File: src/rtl/cbt_pkg.sv
package cbt_pkg;

   typedef enum logic [1:0] {
      MODE_RUN    = 2'b00,
      MODE_STEP_A = 2'b01,
      MODE_STEP_B = 2'b10,
      MODE_RSVD   = 2'b11
   } cbt_mode_e;

   typedef enum logic {
      SQ_IDLE = 1'b0,
      SQ_READ = 1'b1
   } cbt_sq_e;

   typedef struct packed {
      logic load_ops;
      logic run_eval;
      logic step_read;
      logic fin_eval;
      logic fail_len;
      logic fail_addr;
      logic fail_mode;
   } cbt_ctl_t;

endpackage

File: src/rtl/cbt_addr_check.sv
module cbt_addr_check #(
   parameter int ADDR_W   = 14,
   parameter int MEM_SIZE = 16000
) (
   input  logic [ADDR_W-1:0] addr_i,
   output logic              ok_o
);
   localparam int CMP_W = ADDR_W + 1;
   localparam logic [CMP_W-1:0] LIMIT = CMP_W'(MEM_SIZE);

   if (MEM_SIZE < 1 || MEM_SIZE > (1 << ADDR_W)) begin : g_bad_size
      $error("cbt_addr_check: MEM_SIZE out of range for ADDR_W");
   end

   assign ok_o = {1'b0, addr_i} < LIMIT;
endmodule

File: src/rtl/cbt_bit_test.sv
module cbt_bit_test #(
   parameter int CHAR_W = 6,
   parameter int STYLE  = 0
) (
   input  logic [CHAR_W-1:0] data_i,
   input  logic [CHAR_W-1:0] mask_i,
   output logic              hit_o
);
   if (STYLE != 0 && STYLE != 1) begin : g_bad_style
      $error("cbt_bit_test: STYLE must be 0 or 1");
   end

   if (STYLE == 0) begin : g_reduce
      assign hit_o = |(data_i & mask_i);
   end else begin : g_chain
      logic [CHAR_W:0] acc;
      assign acc[0] = 1'b0;
      for (genvar i = 0; i < CHAR_W; i++) begin : g_bit
         assign acc[i+1] = acc[i] | (data_i[i] & mask_i[i]);
      end
      assign hit_o = acc[CHAR_W];
   end
endmodule

File: src/rtl/cbt_seq.sv
module cbt_seq
   import cbt_pkg::*;
(
   input  logic      clk,
   input  logic      rst_n,
   input  logic      start_i,
   input  cbt_mode_e mode_i,
   input  logic      len_ok_i,
   input  logic      addr_ok_i,
   input  logic      rvalid_i,
   output cbt_ctl_t  ctl_o,
   output logic      mem_req_o
);
   cbt_sq_e   state_q, state_d;
   cbt_mode_e mode_q;

   always_comb begin
      ctl_o   = '0;
      state_d = state_q;
      unique case (state_q)
         SQ_IDLE: begin
            if (start_i) begin
               if (!len_ok_i)                ctl_o.fail_len  = 1'b1;
               else if (!addr_ok_i)          ctl_o.fail_addr = 1'b1;
               else if (mode_i == MODE_RSVD) ctl_o.fail_mode = 1'b1;
               else if (mode_i == MODE_STEP_B) ctl_o.fin_eval = 1'b1;
               else begin
                  ctl_o.load_ops = 1'b1;
                  state_d        = SQ_READ;
               end
            end
         end
         SQ_READ: begin
            if (rvalid_i) begin
               if (mode_q == MODE_RUN) ctl_o.run_eval  = 1'b1;
               else                    ctl_o.step_read = 1'b1;
               state_d = SQ_IDLE;
            end
         end
         default: state_d = SQ_IDLE;
      endcase
   end

   always_ff @(posedge clk) begin
      if (!rst_n) begin
         state_q <= SQ_IDLE;
         mode_q  <= MODE_RUN;
      end else begin
         state_q <= state_d;
         if (state_q == SQ_IDLE && start_i) mode_q <= mode_i;
      end
   end

   assign mem_req_o = (state_q == SQ_READ);


   mem_req_hold_chk: assert property (@(posedge clk) disable iff (!rst_n)
      mem_req_o && !rvalid_i |=> mem_req_o);


   read_once_chk: assert property (@(posedge clk) disable iff (!rst_n)
      mem_req_o && rvalid_i |=> !mem_req_o);
endmodule

File: src/rtl/cbt_branch_unit.sv
module cbt_branch_unit
   import cbt_pkg::*;
#(
   parameter int ADDR_W    = 14,
   parameter int MEM_SIZE  = 16000,
   parameter int CHAR_W    = 6,
   parameter int LEN_W     = 4,
   parameter int LEN_FULL  = 8,
   parameter int LEN_CHAIN = 1,
   parameter int TEST_STYLE = 0
) (
   input  logic              clk,
   input  logic              rst_n,
   input  logic              start_i,
   input  logic [1:0]        mode_i,
   input  logic [LEN_W-1:0]  len_i,
   input  logic [ADDR_W-1:0] target_i,
   input  logic [ADDR_W-1:0] opnd_i,
   input  logic [CHAR_W-1:0] mask_i,
   input  logic [ADDR_W-1:0] seq_i,
   input  logic              mem_rvalid_i,
   input  logic [CHAR_W:0]   mem_rdata_i,
   output logic              mem_req_o,
   output logic [ADDR_W-1:0] mem_addr_o,
   output logic [ADDR_W-1:0] nia_o,
   output logic [ADDR_W-1:0] baddr_o,
   output logic              done_o,
   output logic              poll_o,
   output logic              fault_len_o,
   output logic              fault_addr_o,
   output logic              diag_o,
   output logic              step_pend_o
);
   localparam logic [LEN_W-1:0]  FULL_C  = LEN_W'(LEN_FULL);
   localparam logic [LEN_W-1:0]  CHAIN_C = LEN_W'(LEN_CHAIN);
   localparam logic [ADDR_W-1:0] ONE_A   = ADDR_W'(1);

   if (LEN_FULL == LEN_CHAIN) begin : g_len_clash
      $error("cbt_branch_unit: the two accepted lengths must differ");
   end
   if (LEN_FULL >= (1 << LEN_W) || LEN_CHAIN >= (1 << LEN_W)) begin : g_len_width
      $error("cbt_branch_unit: LEN_W too narrow for the accepted lengths");
   end
   if (CHAR_W < 1) begin : g_char_w
      $error("cbt_branch_unit: CHAR_W must be positive");
   end

   cbt_mode_e mode;
   logic      is_full, len_ok, use_in, addr_ok, hit;
   logic      wm_unused;
   logic [ADDR_W-1:0] eff_b;
   logic [CHAR_W-1:0] test_data;
   cbt_ctl_t  ctl;

   logic [ADDR_W-1:0] tgt_q, b_q, seq_q, nia_q;
   logic [CHAR_W-1:0] mask_q, char_q;
   logic pend_q, done_q, poll_q, flen_q, faddr_q, diag_q;

   assign mode      = cbt_mode_e'(mode_i);
   assign is_full   = (len_i == FULL_C);
   assign len_ok    = is_full || (len_i == CHAIN_C);
   assign use_in    = is_full && (mode != MODE_STEP_B);
   assign eff_b     = use_in ? opnd_i : b_q;
   assign wm_unused = mem_rdata_i[CHAR_W];
   assign test_data = ctl.fin_eval ? char_q : mem_rdata_i[CHAR_W-1:0];

   cbt_addr_check #(.ADDR_W(ADDR_W), .MEM_SIZE(MEM_SIZE)) addr_chk_i (
      .addr_i (eff_b),
      .ok_o   (addr_ok)
   );

   cbt_bit_test #(.CHAR_W(CHAR_W), .STYLE(TEST_STYLE)) bit_test_i (
      .data_i (test_data),
      .mask_i (mask_q),
      .hit_o  (hit)
   );

   cbt_seq seq_i0 (
      .clk       (clk),
      .rst_n     (rst_n),
      .start_i   (start_i),
      .mode_i    (mode),
      .len_ok_i  (len_ok),
      .addr_ok_i (addr_ok),
      .rvalid_i  (mem_rvalid_i),
      .ctl_o     (ctl),
      .mem_req_o (mem_req_o)
   );

   always_ff @(posedge clk) begin
      if (!rst_n) begin
         tgt_q   <= '0;
         b_q     <= '0;
         seq_q   <= '0;
         nia_q   <= '0;
         mask_q  <= '0;
         char_q  <= '0;
         pend_q  <= 1'b0;
         done_q  <= 1'b0;
         poll_q  <= 1'b0;
         flen_q  <= 1'b0;
         faddr_q <= 1'b0;
         diag_q  <= 1'b0;
      end else begin
         done_q  <= ctl.run_eval | ctl.step_read | ctl.fin_eval |
                    ctl.fail_len | ctl.fail_addr | ctl.fail_mode;
         poll_q  <= (ctl.run_eval | ctl.fin_eval) & hit;
         flen_q  <= ctl.fail_len;
         faddr_q <= ctl.fail_addr;
         diag_q  <= ctl.fail_mode;

         if (ctl.load_ops) begin
            seq_q <= seq_i;
            if (use_in) begin
               tgt_q  <= target_i;
               b_q    <= opnd_i;
               mask_q <= mask_i;
            end
         end

         if (ctl.run_eval) begin
            pend_q <= 1'b0;
            if (hit) begin
               nia_q <= tgt_q;
               b_q   <= seq_q;
            end else begin
               nia_q <= seq_q;
               b_q   <= b_q - ONE_A;
            end
         end

         if (ctl.step_read) begin
            char_q <= mem_rdata_i[CHAR_W-1:0];
            b_q    <= b_q - ONE_A;
            nia_q  <= seq_q;
            pend_q <= 1'b1;
         end

         if (ctl.fin_eval) begin
            pend_q <= 1'b0;
            if (hit) begin
               nia_q <= tgt_q;
               b_q   <= seq_i;
            end else begin
               nia_q <= seq_i;
            end
         end

         if (ctl.fail_mode) pend_q <= 1'b0;
      end
   end

   assign mem_addr_o   = b_q;
   assign nia_o        = nia_q;
   assign baddr_o      = b_q;
   assign done_o       = done_q;
   assign poll_o       = poll_q;
   assign fault_len_o  = flen_q;
   assign fault_addr_o = faddr_q;
   assign diag_o       = diag_q;
   assign step_pend_o  = pend_q;


   poll_with_done_chk: assert property (@(posedge clk) disable iff (!rst_n)
      poll_o |-> done_o);


   fault_onehot_chk: assert property (@(posedge clk) disable iff (!rst_n)
      $onehot0({fault_len_o, fault_addr_o, diag_o}));


   bad_addr_noread_chk: assert property (@(posedge clk) disable iff (!rst_n)
      fault_addr_o |-> done_o && !mem_req_o && !$past(mem_req_o));


   diag_clears_pend_chk: assert property (@(posedge clk) disable iff (!rst_n)
      diag_o |-> !step_pend_o && !poll_o);


   step_a_no_poll_chk: assert property (@(posedge clk) disable iff (!rst_n)
      $rose(step_pend_o) |-> done_o && !poll_o);


   addr_steady_chk: assert property (@(posedge clk) disable iff (!rst_n)
      mem_req_o && !mem_rvalid_i |=> $stable(mem_addr_o));
endmodule

File: config.mk
export PLATFORM = sky130hd
export DESIGN_NAME = cbt_branch_unit
export DESIGN_NICKNAME = d
export VERILOG_FILES = /design/src/rtl/cbt_pkg.sv /design/src/rtl/cbt_addr_check.sv /design/src/rtl/cbt_bit_test.sv /design/src/rtl/cbt_seq.sv /design/src/rtl/cbt_branch_unit.sv
export SDC_FILE = /design/constraint.sdc
export NUM_CORES = 1
export LEC_CHECK = 0
export BUFFER_PORTS_ARGS = -buffer_cell sky130_fd_sc_hd__buf_2
export CELL_PAD_IN_SITES_DETAIL_PLACEMENT = 1
export CELL_PAD_IN_SITES_GLOBAL_PLACEMENT = 1
export CORE_UTILIZATION = 30
export DETAILED_ROUTE_END_ITERATION = 16
export PLACE_DENSITY = 0.72
export SYNTH_ARGS = -nofsm -noshare
export SYNTH_HDL_FRONTEND = slang
export SYNTH_SLANG_ARGS = --single-unit
File: constraint.sdc
create_clock -name clk -period 3.9 [get_ports clk]
set_clock_uncertainty 0.1 [all_clocks]
set_input_delay 0.78 -clock clk [delete_from_list [all_inputs] [get_ports clk]]
set_output_delay 0.78 -clock clk [all_outputs]
set_load 0.005 [all_outputs]
==> results of run 1 <==
-- flip-flops by register name, summed over array words and instances, names as in the netlist --
| name | cells |
|---|---|
| baddr_o | 14 |
| nia_o | 14 |
| seq_q | 14 |
| tgt_q | 14 |
| char_q | 6 |
| mask_q | 6 |
| seq_i0.mode_q | 2 |
| diag_o | 1 |
| done_o | 1 |
| fault_addr_o | 1 |
| fault_len_o | 1 |
| poll_o | 1 |
| seq_i0.mem_req_o | 1 |
| step_pend_o | 1 |
-- placed cells by master, fill, tap and decap left out, types with 4 or more instances in the layout --
cell type / netlist / layout
xnor2_1: 6 / 6
o211ai_1: 16 / 16
nand3_1: 9 / 9
o21ai_0: 12 / 12
a21boi_0: 13 / 13
and3_1: 4 / 4
o22ai_1: 7 / 7
nor2b_1: 18 / 18
mux2_2: 16 / 16
nor2_1: 26 / 26
xor2_1: 5 / 5
dfxtp_1: 77 / 77
a22oi_1: 6 / 6
a211oi_1: 5 / 5
buf_4: 15 / 16
mux2i_1: 39 / 39
nor3_1: 7 / 7
nand2_1: 94 / 94
or3_1: 4 / 4
a21oi_1: 26 / 26
buf_2: 5 / 112
a21boi_1: 14 / 14
clkbuf_16: 0 / 9
-- power groups by stage --
stage / clock, mW / sequential [mW] / combinational, mW
2_1_floorplan: 0 / 0.823 / 0.0973
3_3_place_gp: 0 / 0.824 / 0.163
3_5_place_dp: 0 / 0.825 / 0.168
4_1_cts: 0.917 / 0.807 / 0.171
5_1_grt: 0.949 / 0.809 / 0.187
6_report: 0.899 / 0.807 / 0.170
-- cells in the mapped netlist, drive strengths merged (4+ instances only) --
cell	instances	area [sq um]
nand2	94	353
o22ai	7	43.8
mux2	16	180
nor3	8	51.3
a22oi	6	45.0
mux2i	40	413
nand3	10	62.6
a211oi	5	37.5
buf	25	194
nor2b	18	113
nor2	29	121
o21ai	15	75.1
a21boi	27	203
dfxtp	77	1540
clkbuf	24	90.1
xor2	5	43.8
or3	5	36.3
xnor2	6	52.6
and3	4	25.0
o211ai	16	120
nor4	4	55.1
a21oi	26	130
-- final timing paths --
kind | endpoint
worst min-delay path | char_q[1]
worst max-delay path | baddr_o[1]
worst min register to register | char_q[1]
worst max register to register | baddr_o[1]
-- stage by stage --
step / area (sq um) / hold WS [ps] / setup slack (ps) / util / cells
2_1_floorplan: 4330 / 343 / 1140 / - / 506
3_3_place_gp: 4950 / 353 / 702 / 0.354 / 765
3_5_place_dp: 4950 / 362 / 615 / 0.354 / 765
4_1_cts: 5260 / 371 / 970 / 0.376 / 781
5_1_grt: 5260 / 395 / 828 / 0.376 / 781
6_report: 5260 / 368 / 1000 / 0.376 / 781
-- tightest hold or removal path, delay by kind of cell (launching register included) --
| family | cells | cell delay (ps) |
|---|---|---|
| simple gates | 1 | 50 |
| flops | 1 | 310 |
| compound gates | 1 | 60 |
-- routing by layer --
layer,vias up,share of wire
met5,-,0
met4,0,0.029
met3,29,0.065
met2,116,0.46
met1,1924,0.45
li1,1962,-
-- layout make-up --
type                       instances  area [sq um]  share of cell area
multi-input combinational        377          2490               0.474
sequential                        77          1540               0.293
timing repair buffer             128           681               0.129
clock buffer                      11           233              0.0443
tap                              180           225              0.0428
clock inverter                     5          75.1              0.0143
inverter                           3          11.3             0.00214
-- logic make-up after synthesis --
group | after synthesis
AO/OA/AOI/OAI | 125
XOR/XNOR | 11
adder cells (fa/ha/maj) | 1
buffers and inverters | 52
flip-flops | 77
multiplexers | 56
AND/OR/NAND/NOR | 184
==> metrics.log, run 1 <==
INFO  metric cp.buffers_inverters = 1
INFO  metric htree_num_levels = 3
INFO  metric global_route.peak_usage_layer = met2
INFO  metric yosysWarnings = 0
INFO  metric floorplan.die_area = 0.0149 sq mm
INFO  metric post-layout-total-power = 1.88 mW
INFO  metric firstDrtPassIters = 4
INFO  metric startpoint_type = input pin
INFO  metric synth_xor_area_frac = 0.0223
INFO  metric first_iter_violations = 199
INFO  metric synth-async-reset-ratio = 0
INFO  metric syn_inst = 506
INFO  metric synth-seq-area-share = 0.356
INFO  metric largest_stage_delay_worst_path = 780 ps
INFO  metric power.share.switching = 0.235
INFO  metric clock_sink_count = 77
INFO  metric cts_buffer_depth = 2
INFO  metric syn_area = 0.00433 sq mm
INFO  metric worstPathArrival = 3040 ps
INFO  metric die_height = 122 microns
INFO  metric crit_fanout = 30
INFO  metric diodes = 0
INFO  metric ys_seq_elements = 77
INFO  metric timing.rr.start = seq_i0.mem_req_o
INFO  metric route.detailed.wl_per_inst = 17.8 microns
INFO  metric ff2ff_setup_slack = 1180 ps
INFO  metric gr_util_met1 = 0.248
INFO  metric muxShareOfSynthArea = 0.137
INFO  metric timing.fmax = 345 MHz
INFO  metric routed-via-count = 4031
INFO  metric drtAntennaViolNets = 0
INFO  metric post_cts_buffers = 0
INFO  metric clock_tree_from_tritoncts = yes
INFO  metric nNetsFinal = 662
INFO  metric number_of_flops_mapped_to_enable_cells_by_yosys = 0
INFO  metric count_of_standard_cell_rows = 43
INFO  metric pwr_density_cell = 357 mW/mm^2
INFO  metric quantity_of_i_o_buffers_inserted_on_ports = 112
INFO  metric slowest_stage = or4_4
INFO  metric period_minus_slack = 2900 ps
INFO  metric hold_path_depth = 2
INFO  metric globalRouteMet2Util = 0.311
INFO  metric result_of_the_run = complete, no violations
INFO  metric critPathRequiredTime = 4040 ps
INFO  metric worstSetupEndpointType = flop
INFO  metric number_of_cells_on_the_worst_reg_to_reg_path = 6
INFO  metric detail_route.wirelength = 13.9 mm
INFO  metric cts-resized-gates = 0
INFO  metric cts.root.buffer_cell = clkbuf_16
INFO  metric maxSlewHeadroom = 0.599
INFO  metric io_pins = 114
INFO  metric effective_utilization_at_floorplan = 0.309
INFO  metric combinational_family_with_the_most_area_after_synthesis = simple AND/OR/NAND/NOR gates
INFO  metric setup.worst_path.start = start_i
INFO  metric avgViaCountPerCell = 5.16
INFO  metric critical_path_depth = 7
INFO  metric detail_route.drc_violations = 0
INFO  metric placer_congestion = 0.838
INFO  metric cts_hold_repair.buffers = 0
INFO  metric timing_hold_violations_final = 0
INFO  metric leakage = 2.18 nW
INFO  metric synth_simple_gate_area_frac = 0.217
INFO  metric slew_viol_final = 0
INFO  metric synth.lib_cells_used.distinct = 57
INFO  metric antenna_found_initial = 0
INFO  metric path_delay_family = simple AND/OR/NAND/NOR gates
INFO  metric synth_area_per_inst = 8.56 sq um
INFO  metric finalSetupViolCount = 0
INFO  metric use_met3 = 0.0440
INFO  metric fin_setup_tns = 0 ps
INFO  metric seq_power_share = 0.430
INFO  metric global_route_wire_length_before_repair = 22.1 mm
INFO  metric drive_above_1_share = 0.286
INFO  metric post_synth_fa_ha_maj_area_fraction = 0.00289
INFO  metric share_of_the_clock_period_used_by_the_worst_path_after_layout = 0.743
INFO  metric gr-usage-all-layers = 0.195
INFO  metric power.internal = 1.44 mW
INFO  metric power.clock.fraction = 0.479
INFO  metric rsz0062_at_grt = false
INFO  metric max-vdd-ir-drop = 0.000181 V
INFO  metric numCtsBuffers = 9
INFO  metric area_delta_synth_final = 21.5%
INFO  metric detailedPlacementHpwl = 10.1 mm
INFO  metric combinationalPowerShare = 0.091
INFO  metric via_count_of_the_first_global_routing_pass = 4163
INFO  metric worst_max_slew_pin_slew = 600 ps
INFO  metric critical_path_class = in -> reg
INFO  metric floorplan.die.width = 122 microns
INFO  metric critical_path.cell_chain = buf_2 -> nor2b_1 -> nand3_4 -> or4_4 -> o311ai_1 -> a21oi_1 -> o221a_1
INFO  metric postSynth.topFlopCell = dfxtp_1
INFO  metric grt_overflow_total = 0
INFO  metric hp-start = char_q[1]
INFO  metric max_cap_viol_count = 0
INFO  metric cts.reportedPaths.clkPinSlew = 60 ps
INFO  metric grt_start_max_net_pins = 56
INFO  metric worst_skew_late_latency = 350 ps
INFO  metric hp-class = reg -> reg
INFO  metric synth_compound_gate_area_share = 0.197
INFO  metric nFillCells = 1675
INFO  metric p_sw = 441 uW
INFO  metric syn_nets = 572
INFO  metric floorplan.core_area = 0.0140 sq mm
Power figures use the tool's default switching activity.
==> inputs of run 2 (changes only) <==
--- a/config.mk
+++ b/config.mk
@@ -10,7 +10,7 @@
 export CELL_PAD_IN_SITES_GLOBAL_PLACEMENT = 1
 export CORE_UTILIZATION = 30
 export DETAILED_ROUTE_END_ITERATION = 16
-export PLACE_DENSITY = 0.72
+export PLACE_DENSITY = 0.75
 export SYNTH_ARGS = -nofsm -noshare
 export SYNTH_HDL_FRONTEND = slang
 export SYNTH_SLANG_ARGS = --single-unit
==> constraint.sdc (replaced) <==
create_clock -name clk -period 2.58 [get_ports clk]
set_clock_uncertainty 0.1 [all_clocks]
set_input_delay 0.516 -clock clk [delete_from_list [all_inputs] [get_ports clk]]
set_output_delay 0.516 -clock clk [all_outputs]
set_load 0.005 [all_outputs]
==> run 2 against run 1 <==
Against the previous run:
- critical path depth did not move
- sequential power rose by 51%
- die area stayed put
- wire length up 1.7%
- non-clock buffer count rose by 17
- via count is 1.1% higher
- combinational power is 57% higher
- final cell count up 2.2%
- first-iteration DRC count up 7.5%
- global-route usage increased by 0.56 points
- register-to-register slack lost 980 ps
- largest power group is now registers
- highest routed layer unchanged
==> metrics.log, run 2 (synthesized netlist as in run 1, its figures left out) <==
INFO  metric result_of_the_run = complete, no violations (unchanged)
INFO  metric clock_tree_from_tritoncts = yes (unchanged)
INFO  metric startpoint_type = flop (was input pin)
INFO  metric detail_route.wirelength = 14.1 mm (was 13.9 mm)
INFO  metric timing_hold_violations_final = 0 (unchanged)
INFO  metric count_of_standard_cell_rows = 43 (unchanged)
INFO  metric htree_num_levels = 3 (unchanged)
INFO  metric postLayoutCellArea = 0.00539 sq mm (was 0.00526 sq mm)
INFO  metric detailedPlacementHpwl = 10.8 mm (was 10.1 mm)
INFO  metric detail_route.drc_violations = 0 (unchanged)
INFO  metric critical_path_depth = 7 (unchanged)
INFO  metric layout.cells.most_common_list = 112 x buf_2, 94 x nand2_1, 77 x dfxtp_1, 39 x mux2i_1, 30 x buf_4 (was 112 x buf_2, 94 x nand2_1, 77 x dfxtp_1, 39 x mux2i_1)
INFO  metric global_route_wire_length_before_repair = 22.9 mm (was 22.1 mm)
INFO  metric final_common_cell = buf_2 (unchanged)
INFO  metric maxSlewHeadroom = 0.637 (was 0.599)
INFO  metric route.detailed.wl_per_inst = 17.7 microns (was 17.8 microns)
INFO  metric floorplan.die_area = 0.0149 sq mm (unchanged)
INFO  metric worst_hold_slack = 312 ps (was 368 ps)
INFO  metric max-vdd-ir-drop = 0.000351 V (was 0.000181 V)
INFO  metric grt_overflow_total = 0 (unchanged)
INFO  metric cts_hold_repair.buffers = 0 (unchanged)
INFO  metric cts.reportedPaths.clkPinSlew = 60 ps (about the same)
INFO  metric placer_congestion = 0.873 (was 0.838)
INFO  metric nFillCells = 1692 (was 1675)
INFO  metric place_inst = 782 (was 765)
INFO  metric max_cap_viol_count = 0 (unchanged)
INFO  metric pwr_density_cell = 499 mW/mm^2 (was 357 mW/mm^2)
INFO  metric crit_path_end = baddr_o[9] (was baddr_o[1])
INFO  metric share_of_the_clock_period_used_by_the_worst_path_after_layout = 0.924
INFO  metric numCtsBuffers = 9 (unchanged)
INFO  metric multiInputGateArea = 0.00249 sq mm (unchanged)
INFO  metric ff2ff_setup_slack = 200 ps (was 1180 ps)
INFO  metric path_delay_family = simple AND/OR/NAND/NOR gates (unchanged)
INFO  metric hp-start = mask_i[5] (was char_q[1])
INFO  metric io_pins = 114 (unchanged)
INFO  metric firstDrtPassIters = 4 (unchanged)
INFO  metric worstPathArrival = 2510 ps (was 3040 ps)
INFO  metric worst_skew_late_latency = 350 ps (about the same)
INFO  metric timing.fmax = 420 MHz
INFO  metric grt_start_max_net_pins = 62 (was 56)
INFO  metric setup.worst_path.start = baddr_o[2] (was start_i)
INFO  metric cts.root.buffer_cell = clkbuf_16 (unchanged)
INFO  metric quantity_of_i_o_buffers_inserted_on_ports = 112 (unchanged)
INFO  metric via_count_of_the_first_global_routing_pass = 4327 (was 4163)
INFO  metric avgViaCountPerCell = 5.11 (was 5.16)
INFO  metric gr_util_met1 = 0.253 (was 0.248)
INFO  metric post_cts_buffers = 0 (unchanged)
INFO  metric floorplan.die.width = 122 microns (unchanged)
INFO  metric power.share.switching = 0.241 (was 0.235)
INFO  metric sequential_cell_area = 0.00154 sq mm (unchanged)
INFO  metric global_route.peak_usage_layer = met2 (unchanged)
INFO  metric slowest_stage = or4_4 (unchanged)
INFO  metric power.internal = 2.04 mW (was 1.44 mW)
INFO  metric critical_path_class = reg -> reg (was in -> reg)
INFO  metric floorplan.core_area = 0.0140 sq mm (unchanged)
INFO  metric diodes = 0 (unchanged)
INFO  metric combinationalPowerShare = 0.099 (was 0.091)
INFO  metric number_of_cells_on_the_worst_reg_to_reg_path = 7 (was 6)
INFO  metric crit_fanout = 7 (was 30)
INFO  metric globalRouteMet2Util = 0.327 (was 0.311)
INFO  metric slew_viol_final = 0 (unchanged)
INFO  metric layout.cells.non_filler = 798 (was 781)
INFO  metric placed_area = 0.00512 sq mm (was 0.00495 sq mm)
INFO  metric clock_sink_count = 77 (unchanged)
INFO  metric timing.rr.start = baddr_o[2] (was seq_i0.mem_req_o)
INFO  metric worst_max_slew_pin_slew = 541 ps (was 600 ps)
INFO  metric p_sw = 649 uW (was 441 uW)
INFO  metric leakage = 2.26 nW (was 2.18 nW)
INFO  metric rsz0062_at_grt = false (unchanged)
INFO  metric routed-via-count = 4077 (was 4031)
INFO  metric use_met3 = 0.0581 (was 0.0440)
INFO  metric power.clock.fraction = 0.447 (was 0.479)
INFO  metric cts-resized-gates = 0 (unchanged)
INFO  metric drtAntennaViolNets = 0 (unchanged)
INFO  metric finalSetupViolCount = 0 (unchanged)
INFO  metric gr-usage-all-layers = 0.201 (was 0.195)
INFO  metric regToRegEndpoint = baddr_o[9] (was baddr_o[1])
INFO  metric hp-class = in -> reg (was reg -> reg)
INFO  metric critical_path.cell_chain = or4_4 -> or3_4 -> nor4_4 -> xnor2_1 -> o2bb2ai_1 -> o21ai_0 -> a31oi_1 (was buf_2 -> nor2b_1 -> nand3_4 -> or4_4 -> o311ai_1 -> a21oi_1 -> o221a_1)
INFO  metric effective_utilization_at_floorplan = 0.309 (unchanged)
INFO  metric die_height = 122 microns (unchanged)
INFO  metric nNetsFinal = 679 (was 662)
INFO  metric antenna_found_initial = 0 (unchanged)
INFO  metric cp.buffers_inverters = 0 (was 1)
INFO  metric area_delta_synth_final = 24.5% (was 21.5%)
INFO  metric largest_stage_delay_worst_path = 580 ps (was 780 ps)
INFO  metric period_minus_slack = 2380 ps
INFO  metric fin_setup_tns = 0 ps (unchanged)
INFO  metric worstSetupEndpointType = flop (unchanged)
INFO  metric drive_above_1_share = 0.303 (was 0.286)
INFO  metric cts_buffer_depth = 2 (unchanged)
INFO  metric critPathRequiredTime = 2710 ps (was 4040 ps)
INFO  metric first_iter_violations = 214 (was 199)
INFO  metric seq_power_share = 0.454 (was 0.430)
[run 2: changes by cell type in the layout (fill, tap and decap cells not counted)]
cell,previous run,this run
buf_12,0,3
clkbuf_1,2,4
bufinv_16,2,0
buf_4,16,30
clkbuf_8,0,2
clkinv_2,3,1
[run 2: final cells by class]
type	count	area share
inverters	3	0.00209
multi-input cells	377	0.463
clock inverters	1	0.000929
flip-flops and latches	77	0.286
repair buffers	145	0.157
clock buffers	15	0.0497
well taps	180	0.0418
[run 2: worst min path at each step]
stage                      to  depth (start not counted)
detailed placement  char_q[0]                          2
floorplan           char_q[2]                          2
global route         tgt_q[7]                          3
finish              mask_q[5]                          3
global placement    char_q[2]                          2
CTS                  tgt_q[7]                          3
[run 2: metrics by stage]
| step | total power [mW] | utilization | setup slack (ps) |
|---|---|---|---|
| after detailed placement | 1.51 | 0.366 | -46.0 |
| after floorplan | 1.39 | - | 86.2 |
| after global placement | 1.50 | 0.366 | 60.3 |
| after global routing | 2.79 | 0.385 | 112 |
| final | 2.69 | 0.385 | 197 |
| after CTS | 2.71 | 0.385 | 225 |
[run 2: worst reg2reg max path, cell delays in order (launching register included)]
cell	delay, ps
dfxtp_1	370
or4_4	580
or3_4	410
nor4_4	170
xnor2_1	210
o2bb2ai_1	140
o21ai_0	220
a31oi_1	70
[run 2: metal layers]
layer  vias to the layer above  wire, microns
met4                         0            242
met2                       100           6550
li1                       1991              -
met1                      1969           6530
met5                         -              0
met3                        17            808
[run 2: power by group through the flow]
stage / sequential [mW] / clock, mW / combinational (mW)
4_1_cts: 1.22 / 1.22 / 0.268
3_5_place_dp: 1.25 / 0 / 0.265
2_1_floorplan: 1.24 / 0 / 0.147
3_3_place_gp: 1.24 / 0 / 0.256
6_report: 1.22 / 1.20 / 0.267
5_1_grt: 1.22 / 1.28 / 0.292
==> inputs of run 3 (changes only) <==
--- a/config.mk
+++ b/config.mk
@@ -8,9 +8,12 @@
 export BUFFER_PORTS_ARGS = -buffer_cell sky130_fd_sc_hd__buf_2
 export CELL_PAD_IN_SITES_DETAIL_PLACEMENT = 1
 export CELL_PAD_IN_SITES_GLOBAL_PLACEMENT = 1
+export CORE_MARGIN = 3
 export CORE_UTILIZATION = 30
 export DETAILED_ROUTE_END_ITERATION = 16
 export PLACE_DENSITY = 0.75
+export RECOVER_POWER = 50
+export SKIP_LAST_GASP = 1
 export SYNTH_ARGS = -nofsm -noshare
 export SYNTH_HDL_FRONTEND = slang
 export SYNTH_SLANG_ARGS = --single-unit
==> run 3 against run 2 <==
Against the previous run:
- largest cell class unchanged
- via count is 1.7% higher
- register-to-register slack better by 30 ps
- core utilization is 0.12 points lower
- sequential cell count stayed put
- final area is 0.30% lower
- clock power is 8% higher
- first-iteration DRC count is 4.7% higher
==> metrics.log, run 3 (synthesized netlist as in run 1, its figures left out) <==
INFO  metric first_iter_violations = 224 (was 214)
INFO  metric cts-resized-gates = 0 (unchanged)
INFO  metric maxSlewHeadroom = 0.266 (was 0.637)
INFO  metric critical_path_class = reg -> reg (unchanged)
INFO  metric detailedPlacementHpwl = 11.2 mm (was 10.8 mm)
INFO  metric cp.buffers_inverters = 1 (was 0)
INFO  metric htree_num_levels = 3 (unchanged)
INFO  metric worstSetupEndpointType = flop (unchanged)
INFO  metric routed-via-count = 4147 (was 4077)
INFO  metric drive_above_1_share = 0.268 (was 0.303)
INFO  metric diodes = 0 (unchanged)
INFO  metric pwr_density_cell = 517 mW/mm^2 (was 499 mW/mm^2)
INFO  metric worst_max_slew_pin_slew = 1100 ps (was 541 ps)
INFO  metric leakage = 2.16 nW (was 2.26 nW)
INFO  metric startpoint_type = flop (unchanged)
INFO  metric floorplan.core_area = 0.0140 sq mm (unchanged)
INFO  metric critical_path.cell_chain = o21ai_0 -> nor2_1 -> mux2i_4 -> and3_1 -> buf_4 -> nor2_1 -> nand3_1 -> o22ai_1 (was or4_4 -> or3_4 -> nor4_4 -> xnor2_1 -> o2bb2ai_1 -> o21ai_0 -> a31oi_1)
INFO  metric largest_stage_delay_worst_path = 450 ps (was 580 ps)
INFO  metric timing_hold_violations_final = 0 (unchanged)
INFO  metric cts_hold_repair.buffers = 0 (unchanged)
INFO  metric critPathRequiredTime = 2740 ps (was 2710 ps)
INFO  metric critical-path-top-cell-by-count = nor2_1
INFO  metric floorplan.die.width = 126 microns (was 122 microns)
INFO  metric final_core_utilization = 0.384 (was 0.385)
INFO  metric global_route_wire_length_before_repair = 23.5 mm (was 22.9 mm)
INFO  metric multiInputGateArea = 0.00249 sq mm (unchanged)
INFO  metric route.detailed.wl_per_inst = 17.9 microns (was 17.7 microns)
INFO  metric sequential_cell_area = 0.00154 sq mm (unchanged)
INFO  metric effective_utilization_at_floorplan = 0.309 (unchanged)
INFO  metric io_pins = 114 (unchanged)
INFO  metric floorplan.die_area = 0.0159 sq mm (was 0.0149 sq mm)
INFO  metric nNetsFinal = 681 (was 679)
INFO  metric hp-class = in -> reg (unchanged)
INFO  metric period_minus_slack = 2360 ps (was 2380 ps)
INFO  metric cts_buffer_depth = 2 (unchanged)
INFO  metric share_of_the_clock_period_used_by_the_worst_path_after_layout = 0.913 (was 0.924)
INFO  metric finalSetupViolCount = 0 (unchanged)
INFO  metric clock_tree_from_tritoncts = yes (unchanged)
INFO  metric rsz0062_at_grt = false (unchanged)
INFO  metric gr-usage-all-layers = 0.183 (was 0.201)
INFO  metric final_common_cell = nand2_1 (was buf_2)
INFO  metric detail_route.wirelength = 14.3 mm (was 14.1 mm)
INFO  metric postLayoutCellArea = 0.00537 sq mm (was 0.00539 sq mm)
INFO  metric cts.root.buffer_cell = clkbuf_16 (unchanged)
INFO  metric max_cap_viol_count = 0 (unchanged)
INFO  metric nFillCells = 1722 (was 1692)
INFO  metric layout.cells.most_common_list = 94 x nand2_1, 90 x buf_2, 77 x dfxtp_1, 39 x mux2i_1, 28 x buf_4 (was 112 x buf_2, 94 x nand2_1, 77 x dfxtp_1, 39 x mux2i_1, 30 x buf_4)
INFO  metric firstDrtPassIters = 4 (unchanged)
INFO  metric worst_skew_late_latency = 340 ps (was 350 ps)
INFO  metric clock_sink_count = 77 (unchanged)
INFO  metric numCtsBuffers = 9 (unchanged)
INFO  metric placer_congestion = 0.877 (was 0.873)
INFO  metric antenna_found_initial = 0 (unchanged)
INFO  metric detail_route.drc_violations = 0 (unchanged)
INFO  metric post_cts_buffers = 0 (unchanged)
INFO  metric placed_area = 0.00512 sq mm (about the same)
INFO  metric die_height = 126 microns (was 122 microns)
INFO  metric path_delay_family = simple AND/OR/NAND/NOR gates (unchanged)
INFO  metric avgViaCountPerCell = 5.18 (was 5.11)
INFO  metric area_delta_synth_final = 24.1% (was 24.5%)
INFO  metric via_count_of_the_first_global_routing_pass = 4455 (was 4327)
INFO  metric drtAntennaViolNets = 0 (unchanged)
INFO  metric grt_overflow_total = 0 (unchanged)
INFO  metric timing.fmax = 424 MHz (was 420 MHz)
INFO  metric grt_start_max_net_pins = 33 (was 62)
INFO  metric slew_viol_final = 0 (unchanged)
INFO  metric cts.reportedPaths.clkPinSlew = 60 ps (about the same)
INFO  metric quantity_of_i_o_buffers_inserted_on_ports = 112 (unchanged)
INFO  metric slowest_stage = dfxtp_1 (was or4_4)
INFO  metric crit_fanout = 7 (unchanged)
INFO  metric max-vdd-ir-drop = 0.000272 V (was 0.000351 V)
INFO  metric result_of_the_run = complete, no violations (unchanged)
INFO  metric count_of_standard_cell_rows = 43 (unchanged)
INFO  metric worstPathArrival = 2510 ps (about the same)
==> run 3: changes by cell type in the layout (fill, tap and decap cells not counted), moves of 2 or more <==
cell / change
buf_2: -22
clkbuf_1: +21
buf_4: -2
clkbuf_8: -2
clkinv_4: +2
==> run 3: final cells by class <==
class                   instances  area share
clock inverters                 7      0.0137
repair buffers                147       0.150
multi-input cells             377       0.464
flip-flops and latches         77       0.287
clock buffers                   9      0.0419
inverters                       3     0.00210
well taps                     180      0.0419
==> run 3: per-stage QoR <==
stage / std cells / hold slack, ps / total power [mW] / setup TNS [ps] / setup WS, ps
after detailed placement: 784 / 364 / 1.52 / -13.7 / -11.9
after global placement: 784 / 353 / 1.50 / 0 / 53.1
final: 800 / 309 / 2.78 / 0 / 224
after global routing: 800 / 302 / 2.89 / 0 / 80.7
after floorplan: 506 / 343 / 1.39 / 0 / 86.2
after CTS: 800 / 301 / 2.81 / 0 / 251
==> run 3: report_power, final <==
part | internal [mW] | leakage, nW | switching, mW
Combinational | 0.128 | 1.40 | 0.141
Clock | 0.752 | 0.146 | 0.535
Sequential | 1.21 | 0.622 | 0.0141
Total | 2.09 | 2.16 | 0.690
==> run 3: routing by layer <==
layer	vias up	track usage	part of all wire
li1	2006	-	-
met3	22	0.0547	0.072
met1	1990	0.228	0.44
met2	129	0.304	0.47
met5	-	0	0
met4	0	0.0543	0.019
==> run 3: worst min-delay path, stage by stage <==
cell and delay, ps:
buf_2 100, nand2_1 40, a21boi_1 50
==> run 3: final timing paths <==
check | endpoint | cells past startpoint | slack [ps] | startpoint
max | baddr_o[2] | 8 | 220 | baddr_o[9]
min | tgt_q[2] | 3 | 310 | target_i[2]
max reg2reg | baddr_o[2] | 8 | 220 | baddr_o[9]
min reg2reg | char_q[2] | 2 | 370 | char_q[2]
